===== src/rtl/prd_pkg.sv =====
package prd_pkg;
  localparam logic [7:0]  OFS_MASK   = 8'h24;
  localparam logic [7:0]  OFS_TARGET = 8'h28;
  localparam logic [7:0]  OFS_STAT   = 8'h2C;
  localparam logic [7:0]  OFS_WINDOW = 8'h40;
  localparam logic [31:0] TARGET_RST = 32'h8CA6_0028;
  localparam int BIT_ABORT = 9;
  localparam int BIT_DONE  = 8;
  localparam int BIT_PEND  = 0;

  typedef enum logic [1:0] {FS_IDLE, FS_WAIT, FS_REQ} fetch_state_t;

  // Status word: abort bit 9, done bit 8, pending bit 0, all else zero.
  function automatic logic [31:0] pack_status(logic ab, logic dn, logic pn);
    logic [31:0] w;
    w = '0;
    w[BIT_ABORT] = ab;
    w[BIT_DONE]  = dn;
    w[BIT_PEND]  = pn;
    return w;
  endfunction

  function automatic logic irq_of(logic dn, logic ab, logic dmask, logic amask);
    return (dn & ~dmask) | (ab & ~amask);
  endfunction
endpackage


===== src/rtl/prd_fetch.sv =====
module prd_fetch import prd_pkg::*; #(
  parameter int LINE_WORDS = 8,
  localparam int IW = (LINE_WORDS > 1) ? $clog2(LINE_WORDS) : 1,
  localparam int CW = $clog2(LINE_WORDS + 1)
) (
  input  logic          clk,
  input  logic          rst_n,
  input  logic          launch,
  input  logic          bus_busy,
  input  logic          bus_beat,
  input  logic          bus_done,
  input  logic          bus_abort,
  output logic          bus_req,
  output logic          pending,
  output logic          beat_we,
  output logic [IW-1:0] beat_idx,
  output logic [CW-1:0] beat_total,
  output logic          fin_ok,
  output logic          fin_abort
);
  fetch_state_t state;
  logic [CW-1:0] cnt;

  assign bus_req    = (state == FS_REQ);
  assign pending    = (state != FS_IDLE);
  assign beat_we    = bus_req & bus_beat & (cnt < CW'(LINE_WORDS));
  assign beat_idx   = cnt[IW-1:0];
  assign beat_total = beat_we ? cnt + CW'(1) : cnt;
  assign fin_abort  = bus_req & bus_abort;
  assign fin_ok     = bus_req & bus_done & ~bus_abort;

  always_ff @(posedge clk) begin
    if (!rst_n) begin
      state <= FS_IDLE;
      cnt   <= '0;
    end else begin
      case (state)
        FS_IDLE: if (launch) begin
          cnt   <= '0;
          state <= bus_busy ? FS_WAIT : FS_REQ;
        end
        FS_WAIT: if (!bus_busy) state <= FS_REQ;
        FS_REQ: begin
          if (bus_done || bus_abort) state <= FS_IDLE;
          else if (beat_we)          cnt   <= cnt + CW'(1);
        end
        default: state <= FS_IDLE;
      endcase
    end
  end

  a_r3_req_after_free: assert property (@(posedge clk) disable iff (!rst_n)
    $rose(bus_req) |-> !$past(bus_busy));
  a_r2_pend_hold: assert property (@(posedge clk) disable iff (!rst_n)
    (pending && !fin_ok && !fin_abort) |=> pending);
  a_r8_beat_cap: assert property (@(posedge clk) disable iff (!rst_n)
    cnt <= CW'(LINE_WORDS));
endmodule


===== src/rtl/prd_linebuf.sv =====
module prd_linebuf #(
  parameter int LINE_WORDS = 8,
  parameter int DW = 32,
  localparam int IW = (LINE_WORDS > 1) ? $clog2(LINE_WORDS) : 1,
  localparam int CW = $clog2(LINE_WORDS + 1)
) (
  input  logic          clk,
  input  logic          rst_n,
  input  logic          we,
  input  logic [IW-1:0] widx,
  input  logic [DW-1:0] wdata,
  input  logic          capture,
  input  logic [CW-1:0] cap_count,
  input  logic          kill,
  input  logic          rd,
  output logic [DW-1:0] rdata,
  output logic          drain_last
);
  logic [DW-1:0] mem [LINE_WORDS];
  logic [CW-1:0] count;
  logic [IW-1:0] ptr;
  logic          has_data;

  assign has_data   = (count != '0);
  assign rdata      = has_data ? mem[ptr] : '0;
  assign drain_last = rd & has_data & (CW'(ptr) == count - CW'(1));

  always_ff @(posedge clk) begin
    if (we) mem[widx] <= wdata;
  end

  always_ff @(posedge clk) begin
    if (!rst_n) begin
      count <= '0;
      ptr   <= '0;
    end else if (kill) begin
      count <= '0;
      ptr   <= '0;
    end else if (capture) begin
      count <= cap_count;
      ptr   <= '0;
    end else if (rd && has_data) begin
      if (drain_last) begin
        count <= '0;
        ptr   <= '0;
      end else begin
        ptr <= ptr + IW'(1);
      end
    end
  end

  a_r9_ptr_in_range: assert property (@(posedge clk) disable iff (!rst_n)
    has_data |-> (CW'(ptr) < count));
  a_r4_abort_empties: assert property (@(posedge clk) disable iff (!rst_n)
    kill |=> !has_data);
endmodule


===== src/rtl/posted_read_engine.sv =====
module posted_read_engine import prd_pkg::*; #(
  parameter int LINE_WORDS = 8,
  localparam int IW = (LINE_WORDS > 1) ? $clog2(LINE_WORDS) : 1,
  localparam int CW = $clog2(LINE_WORDS + 1)
) (
  input  logic        clk,
  input  logic        rst_n,
  input  logic        reg_wr,
  input  logic        reg_rd,
  input  logic [7:0]  reg_addr,
  input  logic [31:0] reg_wdata,
  output logic [31:0] reg_rdata,
  output logic        irq,
  output logic        bus_req,
  output logic [31:0] bus_addr,
  input  logic        bus_busy,
  input  logic        bus_beat,
  input  logic [31:0] bus_rdata,
  input  logic        bus_done,
  input  logic        bus_abort
);
  logic          pending, wr_ok, launch, win_rd, clr_done, clr_abort;
  logic          fin_ok, fin_abort, beat_we, drain_last;
  logic [IW-1:0] beat_idx;
  logic [CW-1:0] beat_total;
  logic [31:0]   win_data, target_q;
  logic          done_q, abort_q, dmask_q, amask_q;

  // Named events, shielded while a read is outstanding.
  assign wr_ok     = reg_wr & ~pending;
  assign launch    = wr_ok & (reg_addr == OFS_TARGET);
  assign win_rd    = reg_rd & ~pending & (reg_addr == OFS_WINDOW);
  assign clr_done  = wr_ok & (reg_addr == OFS_STAT) & reg_wdata[BIT_DONE];
  assign clr_abort = wr_ok & (reg_addr == OFS_STAT) & reg_wdata[BIT_ABORT];

  prd_fetch #(.LINE_WORDS(LINE_WORDS)) u_fetch (
    .clk(clk), .rst_n(rst_n), .launch(launch), .bus_busy(bus_busy),
    .bus_beat(bus_beat), .bus_done(bus_done), .bus_abort(bus_abort),
    .bus_req(bus_req), .pending(pending), .beat_we(beat_we),
    .beat_idx(beat_idx), .beat_total(beat_total),
    .fin_ok(fin_ok), .fin_abort(fin_abort));

  prd_linebuf #(.LINE_WORDS(LINE_WORDS), .DW(32)) u_buf (
    .clk(clk), .rst_n(rst_n), .we(beat_we), .widx(beat_idx),
    .wdata(bus_rdata), .capture(fin_ok), .cap_count(beat_total),
    .kill(fin_abort), .rd(win_rd), .rdata(win_data),
    .drain_last(drain_last));

  always_ff @(posedge clk) begin
    if (!rst_n) begin
      target_q <= TARGET_RST;
      dmask_q  <= 1'b0;
      amask_q  <= 1'b0;
      done_q   <= 1'b0;
      abort_q  <= 1'b0;
    end else begin
      if (launch) target_q <= reg_wdata;
      if (wr_ok && reg_addr == OFS_MASK) begin
        dmask_q <= reg_wdata[0];
        amask_q <= reg_wdata[1];
      end
      if (fin_ok)                       done_q <= 1'b1;
      else if (clr_done || drain_last)  done_q <= 1'b0;
      if (fin_abort)                    abort_q <= 1'b1;
      else if (clr_abort)               abort_q <= 1'b0;
    end
  end

  assign bus_addr = target_q;
  assign irq      = irq_of(done_q, abort_q, dmask_q, amask_q);

  always_comb begin
    case (reg_addr)
      OFS_MASK:   reg_rdata = {30'b0, amask_q, dmask_q};
      OFS_TARGET: reg_rdata = target_q;
      OFS_STAT:   reg_rdata = pack_status(abort_q, done_q, pending);
      OFS_WINDOW: reg_rdata = pending ? 32'b0 : win_data;
      default:    reg_rdata = 32'b0;
    endcase
  end

  a_r4_done_sets: assert property (@(posedge clk) disable iff (!rst_n)
    fin_ok |=> (done_q && !pending));
  a_r4_abort_sets: assert property (@(posedge clk) disable iff (!rst_n)
    fin_abort |=> (abort_q && !pending));
  a_r5_done_sticky: assert property (@(posedge clk) disable iff (!rst_n)
    (done_q && !clr_done && !drain_last) |=> done_q);
  a_r7_shielded: assert property (@(posedge clk) disable iff (!rst_n)
    (pending && !fin_ok && !fin_abort) |=> ($stable(target_q) && $stable({dmask_q, amask_q})));
  a_r9_drain_clears: assert property (@(posedge clk) disable iff (!rst_n)
    drain_last |=> !done_q);
  a_r3_req_pending: assert property (@(posedge clk) disable iff (!rst_n)
    bus_req |-> pending);
endmodule


===== config.mk =====
export PLATFORM = sky130hd
export DESIGN_NAME = posted_read_engine
export DESIGN_NICKNAME = d
export VERILOG_FILES = /design/src/rtl/prd_pkg.sv /design/src/rtl/prd_fetch.sv /design/src/rtl/prd_linebuf.sv /design/src/rtl/posted_read_engine.sv
export SDC_FILE = /design/constraint.sdc
export NUM_CORES = 1
export LEC_CHECK = 0
export BUFFER_PORTS_ARGS = -buffer_cell sky130_fd_sc_hd__buf_2
export CAP_MARGIN = 20
export CORE_UTILIZATION = 35
export DETAILED_ROUTE_END_ITERATION = 16
export PLACE_DENSITY = 0.58
export SYNTH_ARGS = -nofsm -noshare
export SYNTH_HDL_FRONTEND = slang
export SYNTH_SLANG_ARGS = --single-unit
export TNS_END_PERCENT = 10

===== constraint.sdc =====
create_clock -name clk -period 4.9 [get_ports clk]
set_clock_uncertainty 0.2 [all_clocks]
set_input_delay 0.98 -clock clk [delete_from_list [all_inputs] [get_ports clk]]
set_output_delay 0.98 -clock clk [all_outputs]
set_load 0.02 [all_outputs]

==> results of run 1 <==
stage by stage:
stage / utilization / instance area [sq um] / cells / hold slack, ns / setup WS (ns)
floorplan: - / 12240 / 719 / 0.2665 / 0.3874
global placement: 0.3944 / 13590 / 1301 / 0.2558 / 0.9163
detailed placement: 0.3944 / 13590 / 1301 / 0.2605 / 0.8805
CTS: 0.4292 / 14790 / 1363 / 0.2684 / 0.8710
global route: 0.4292 / 14790 / 1363 / 0.2869 / 0.7300
finish: 0.4293 / 14790 / 1364 / 0.2673 / 0.8890
Yosys cell counts, types with 2 or more instances:
cell type / n / area share
buf_2: 11 / 0.0045
inv_1: 10 / 0.0031
nand4_1: 3 / 0.0015
mux4_2: 64 / 0.12
a21boi_0: 3 / 0.0018
o21ai_0: 33 / 0.013
nand2_1: 108 / 0.033
o22ai_1: 11 / 0.0056
and4_1: 2 / 0.0014
buf_4: 2 / 0.0012
nand2b_1: 5 / 0.0026
buf_6: 3 / 0.0028
o2111ai_1: 2 / 0.0014
nor2_1: 10 / 0.0031
mux2i_1: 38 / 0.031
xnor2_1: 2 / 0.0014
a21boi_1: 21 / 0.013
nor2b_1: 6 / 0.0031
dfxtp_1: 52 / 0.085
edfxtp_1: 256 / 0.63
xor2_1: 3 / 0.0021
a21oi_1: 3 / 0.0012
ha_1: 3 / 0.0031
clkbuf_1: 21 / 0.0064
buf_1: 2 / 0.00061
nor3_1: 7 / 0.0029
nand3_1: 13 / 0.0053
o21a_1: 2 / 0.0012
and3_1: 2 / 0.0010
a22oi_1: 3 / 0.0018
routing by layer:
metal | track usage | vias to the layer above | part of all wire
li1 | - | 3135 | -
met1 | 0.2308 | 3359 | 0.46
met2 | 0.2530 | 203 | 0.45
met3 | 0.03744 | 49 | 0.066
met4 | 0.04032 | 6 | 0.020
met5 | 0 | - | 0.0011
power groups by stage:
stage / Sequential (mW) / Combinational, mW / Clock (mW)
floorplan: 2.89 / 0.0200 / 0
global placement: 2.89 / 0.0830 / 0
detailed placement: 2.89 / 0.0857 / 0
CTS: 2.83 / 0.0858 / 2.74
global route: 2.83 / 0.0945 / 2.85
finish: 2.83 / 0.0848 / 2.68
state kept, by name, summed over array words and instances, names as in the netlist, named ones only:
name and count:
u_buf.ptr 3, amask_q 1, u_buf.count 4, dmask_q 1, u_fetch.state 2, u_fetch.cnt 4
done_q 1, abort_q 1, u_buf.mem 256, bus_addr 32
cell type report:
class                           instances  area (sq um)  share of cell area
Antenna cell                            1         2.502           0.0001692
Clock buffer                           45         996.0             0.06733
Clock inverter                         17         205.2             0.01387
Inverter                               10         37.54            0.002537
Multi-Input combinational cell        361          3332              0.2252
Sequential cell                       308          8735              0.5905
Tap cell                              455         569.3             0.03848
Timing Repair Buffer                  167         915.9             0.06191
worst paths after layout:
check	end	slack [ns]	startpoint	depth (start not counted)
max reg2reg	u_buf.mem[4][10]	2.18	u_fetch.state[1]	5
min reg2reg	bus_addr[11]	0.27	bus_addr[11]	2
min	bus_addr[11]	0.27	bus_addr[11]	2
max	reg_rdata[14]	0.89	reg_addr[1]	6
cells in the final DEF, fill, tap and decap left out, drive strengths merged, types with 5 or more instances in the layout:
| master | count |
|---|---|
| mux4 | 64 |
| a21boi | 24 |
| buf | 167 |
| o22ai | 11 |
| nand2b | 5 |
| bufinv | 5 |
| inv | 10 |
| clkinv | 11 |
| edfxtp | 256 |
| nand2 | 108 |
| nor2b | 6 |
| mux2i | 38 |
| o21ai | 33 |
| dfxtp | 52 |
| nand3 | 13 |
| nand4 | 5 |
| nor3 | 7 |
| nor2 | 10 |
| clkbuf | 45 |
worst reg2reg max path: stages, from the launching register on:
cell	delay [ns]
dfxtp_1	0.49
nor4bb_1	0.32
buf_4	0.23
nand2b_1	0.23
nor2_4	0.41
buf_4	0.47
logic make-up after synthesis:
family	after synthesis
AOI/OAI and AO/OA	83
xor gates and xnor gates	6
adders and majority gates	3
buffers and inverters	50
DFF	308
muxes	103
and+or+nand+nor	166
==> results.yml, run 1 <==
timing:
  slew_viol_final: 0
  fmax_ghz: 0.2493
  setup_violations: 0
  finalCriticalPeriod_ns: 4.011
  slew_headroom: 0.3280
  period_share: 0.8186
  hold_violations: 0
  worst_pin_slew_ns: 0.9941
  rsz0062_at_grt: "false"
  tns_ns: 0
global_routing:
  grt_overflow: 0
  grt_max_degree: 48
  grt_pass1_wl_um: 43300
  grt_pass1_vias: 6893
  gr-usage-all-layers: 0.1627
  antenna_found_initial: 4
detailed_routing:
  vias: 6752
  first_pass_iters: 5
  final_antenna_net_count: 0
  drt_iter0_markers: 576
  wirelength_um: 28550
  via_per_inst: 4.950
  wl_per_cell_um: 20.93
  drc: 0
yosys:
  yosys_warnings: 0
  ys_seq_elements: 308
  synth_edf_count: 256
  async_reset_ff_frac: 0
  ys_seq_area_frac: 0.7131
  synth_area_sq_mm: 0.01224
  syn_nets: 802
  yosys.area_share.adder: 0.003067
  synthDistinctLibCells: 48
  synth_top_family_by_area: "multiplexers"
  synth_compound_area_frac: 0.04457
  synthMuxAreaShare: 0.1498
  synth_simple_gate_area_frac: 0.06502
  ys.flop_type: "edfxtp_1"
  synth_xor_area_frac: 0.005418
  netlist_instances: 719
  avgSynthCellArea_sq_um: 17.02
placement:
  gp_congestion: 0.7769
  io_buffers: 145
  place_hpwl_um: 17810
die:
  die_x_um: 189
  fp.dieArea_sq_mm: 0.03572
  ioPinCount: 146
  start_util: 0.3552
  die_h_um: 189
  rows: 68
  design.core.area_sq_mm: 0.03446
worst_setup_path:
  cp.required_ns: 3.72
  path_common_cell: "buf_2"
  worstSetupPathType: "in2out"
  worstPathCellList: "buf_2 > nor4_4 > nand4_4 > buf_4 > o21ai_0 > buf_2"
  critPathTopFamily: "simple AND/OR/NAND/NOR gates"
  critical_path_buf_inv_count: 3
  critPathCaptureType: "output pin"
  startpoint_type: "input pin"
  max_stage_delay_ns: 0.54
  crit_fanout: 17
  critical_path.slowest_cell: "nor4_4"
  arrival_ns: 2.83
cts:
  h-tree-depth: 2
  cts_hold_buf: 0
  tritoncts: "built"
  cts-buffers-inserted: 34
  cts.sinks: 308
  clk_path_buf_depth: 3
  post_cts_buffers: 0
  clkTransAtPathRegs_ns: 0.06
  cts_resized: 0
  clk_latency_ns: 0.49
  clockRootBuffer: "clkbuf_16"
power_and_ir_drop:
  ir_worst_vdd_mv: 0.2004
  p_int_mw: 4.554
  power.share.clock: 0.479
  leakagePower_nw: 4.959
  fin_total_pwr_mw: 5.594
  power_switching_mw: 1.040
  power_frac_seq: 0.506
  cellPowerDensity_mw_per_mm2: 378.1
  pwr-share-comb: 0.015
  swShare: 0.1859
layout:
  drive_above_1_share: 0.3348
  fill_cells: 3062
  area_growth_syn_to_layout_pct: 20.86
  final_nets: 965
flow_run:
  maxCapViolCount: 0
worst_hold_path:
  hold_path_class: "reg2reg"
status:
  status: "finished, final reports clean"
Power figures use the tool's default switching activity.
==> inputs of run 2 (changes only) <==
PLACE_DENSITY = 0.59   (was 0.58)
clock period = 3.5 ns   (was 4.9 ns; I/O delays follow)
==> results.yml, run 2 (synthesized netlist as in run 1, its figures left out) <==
status:
  status: "finished, final reports clean"
cts:
  cts_hold_buf: 0
  clockRootBuffer: "clkbuf_16"
  tritoncts: "built"
  cts.sinks: 308
  clk_path_buf_depth: 3
  h-tree-depth: 2
  clk_latency_ns: 0.49
  clkTransAtPathRegs_ns: 0.06
  cts-buffers-inserted: 34
worst_setup_path:
  cp.required_ns: 2.60
  max_stage_delay_ns: 0.52
  crit_fanout: 22
  rrSetupSlack_ns: 1.07
  critPathCaptureType: "output pin"
  worstSetupPathType: "reg2out"
  r2r-end: "u_buf.mem[5][1]"
  startpoint_type: "register"
  rr_startpoint: "u_fetch.state[1]"
  reg2reg_depth: 5
  arrival_ns: 2.39
  worstPathCellList: "buf_12 > mux4_2 > mux2i_1 > o22ai_1 > buf_2"
  critical_path.slowest_cell: "mux4_2"
power_and_ir_drop:
  power.share.clock: 0.454
  power_frac_seq: 0.530
  power_switching_mw: 1.478
  ir_worst_vdd_mv: 0.3358
  leakagePower_nw: 5.000
  p_int_mw: 5.999
  swShare: 0.1976
  fin_total_pwr_mw: 7.476
  cellPowerDensity_mw_per_mm2: 501.9
  pwr-share-comb: 0.016
layout:
  top_register: "u_buf.mem"
  drive_above_1_share: 0.3405
  finalCoreUtilization: 0.4322
  area_growth_syn_to_layout_pct: 21.69
  layout_common_cells: "edfxtp_1 (256), buf_2 (145), nand2_1 (108)"
  fill_cells: 3078
  final_nets: 982
  final_common_cell: "edfxtp_1"
  largest_reg_flops: 256
detailed_routing:
  final_antenna_net_count: 0
  first_pass_iters: 4
  wirelength_um: 28400
  wl_per_cell_um: 20.56
  vias: 6834
  via_per_inst: 4.949
  drc: 0
  drt_iter0_markers: 357
worst_hold_path:
  hp-start: "reg_wdata[5]"
  hold_path_class: "in2reg"
  holdPathStages: 3
  min_to: "bus_addr[5]"
global_routing:
  gr-usage-all-layers: 0.1612
  grt_pass1_wl_um: 42600
  grt_pass1_vias: 6843
  antenna_found_initial: 5
  grt_overflow: 0
  grt_max_degree: 35
timing:
  setup_violations: 0
  slew_viol_final: 0
  slew_headroom: 0.5998
  finalCriticalPeriod_ns: 3.290
  fmax_ghz: 0.3039
  period_share: 0.9401
  rsz0062_at_grt: "false"
  worst_pin_slew_ns: 0.6004
  tns_ns: 0
  hold_violations: 0
flow_run:
  maxCapViolCount: 0
die:
  fp.dieArea_sq_mm: 0.03572
  rows: 68
  die_x_um: 189
  start_util: 0.3552
  die_h_um: 189
  design.core.area_sq_mm: 0.03446
  ioPinCount: 146
placement:
  io_buffers: 145
  gp_congestion: 0.7874
  place_hpwl_um: 17790
## run 2: critical path: cells and delay by family (launching register included)
| kind | cells | cell delay, ns |
|---|---|---|
| AOI/OAI and AO/OA | 1 | 0.13 |
| buffers and inverters | 2 | 0.41 |
| DFF | 1 | 0.50 |
| muxes | 2 | 0.84 |
## run 2: layout make-up
type	instances	area [sq um]	area share
sequential	308	8735	0.5864
tap	455	569.3	0.03822
clock buffer	48	954.7	0.06410
clock inverter	14	115.1	0.007728
inverter	10	37.54	0.002520
multi-input combinational	361	3337	0.2240
antenna	1	2.502	0.0001680
timing repair buffer	184	1144	0.07678
## run 2: worst max path at each step
stage	startpoint	end	slack, ns
after global placement	reg_addr[5]	reg_rdata[24]	0.50
final	register	reg_rdata[8]	0.21
after detailed placement	reg_addr[3]	reg_rdata[24]	0.49
after floorplan	bus_beat	u_buf.mem[2][0]	-0.71
after CTS	register	reg_rdata[5]	0.07
after global routing	register	reg_rdata[8]	0.11
## run 2: repair_timing
action / in CTS / in global routing
setup endpoints to repair: 0 / 1
gates resized for setup: 0 / 0
setup buffers: 0 / 11
## run 2: power groups by stage
stage               Combinational, mW  Clock, mW  Sequential, mW
finish                          0.121       3.39            3.96
global route                    0.133       3.63            3.96
global placement                0.118          0            4.04
detailed placement              0.121          0            4.04
floorplan                      0.0281          0            4.04
CTS                             0.122       3.48            3.96
## run 2: metrics by stage
stage | instances | area [sq um] | hold slack (ns) | worst slack (ns)
5_1_grt | 1380 | 14890 | 0.1924 | 0.1101
4_1_cts | 1369 | 14810 | 0.1726 | 0.06719
3_3_place_gp | 1307 | 13740 | 0.2520 | 0.5001
2_1_floorplan | 719 | 12240 | 0.2665 | -0.7086
3_5_place_dp | 1307 | 13740 | 0.2578 | 0.4906
6_report | 1381 | 14890 | 0.1923 | 0.2095
## run 2: per-layer routing
metal,part of all wire,vias to the layer above,track usage
met4,0.016,6,0.03846
met2,0.47,199,0.2609
li1,-,3163,-
met3,0.055,48,0.03373
met1,0.46,3418,0.2225
met5,0.0014,-,0
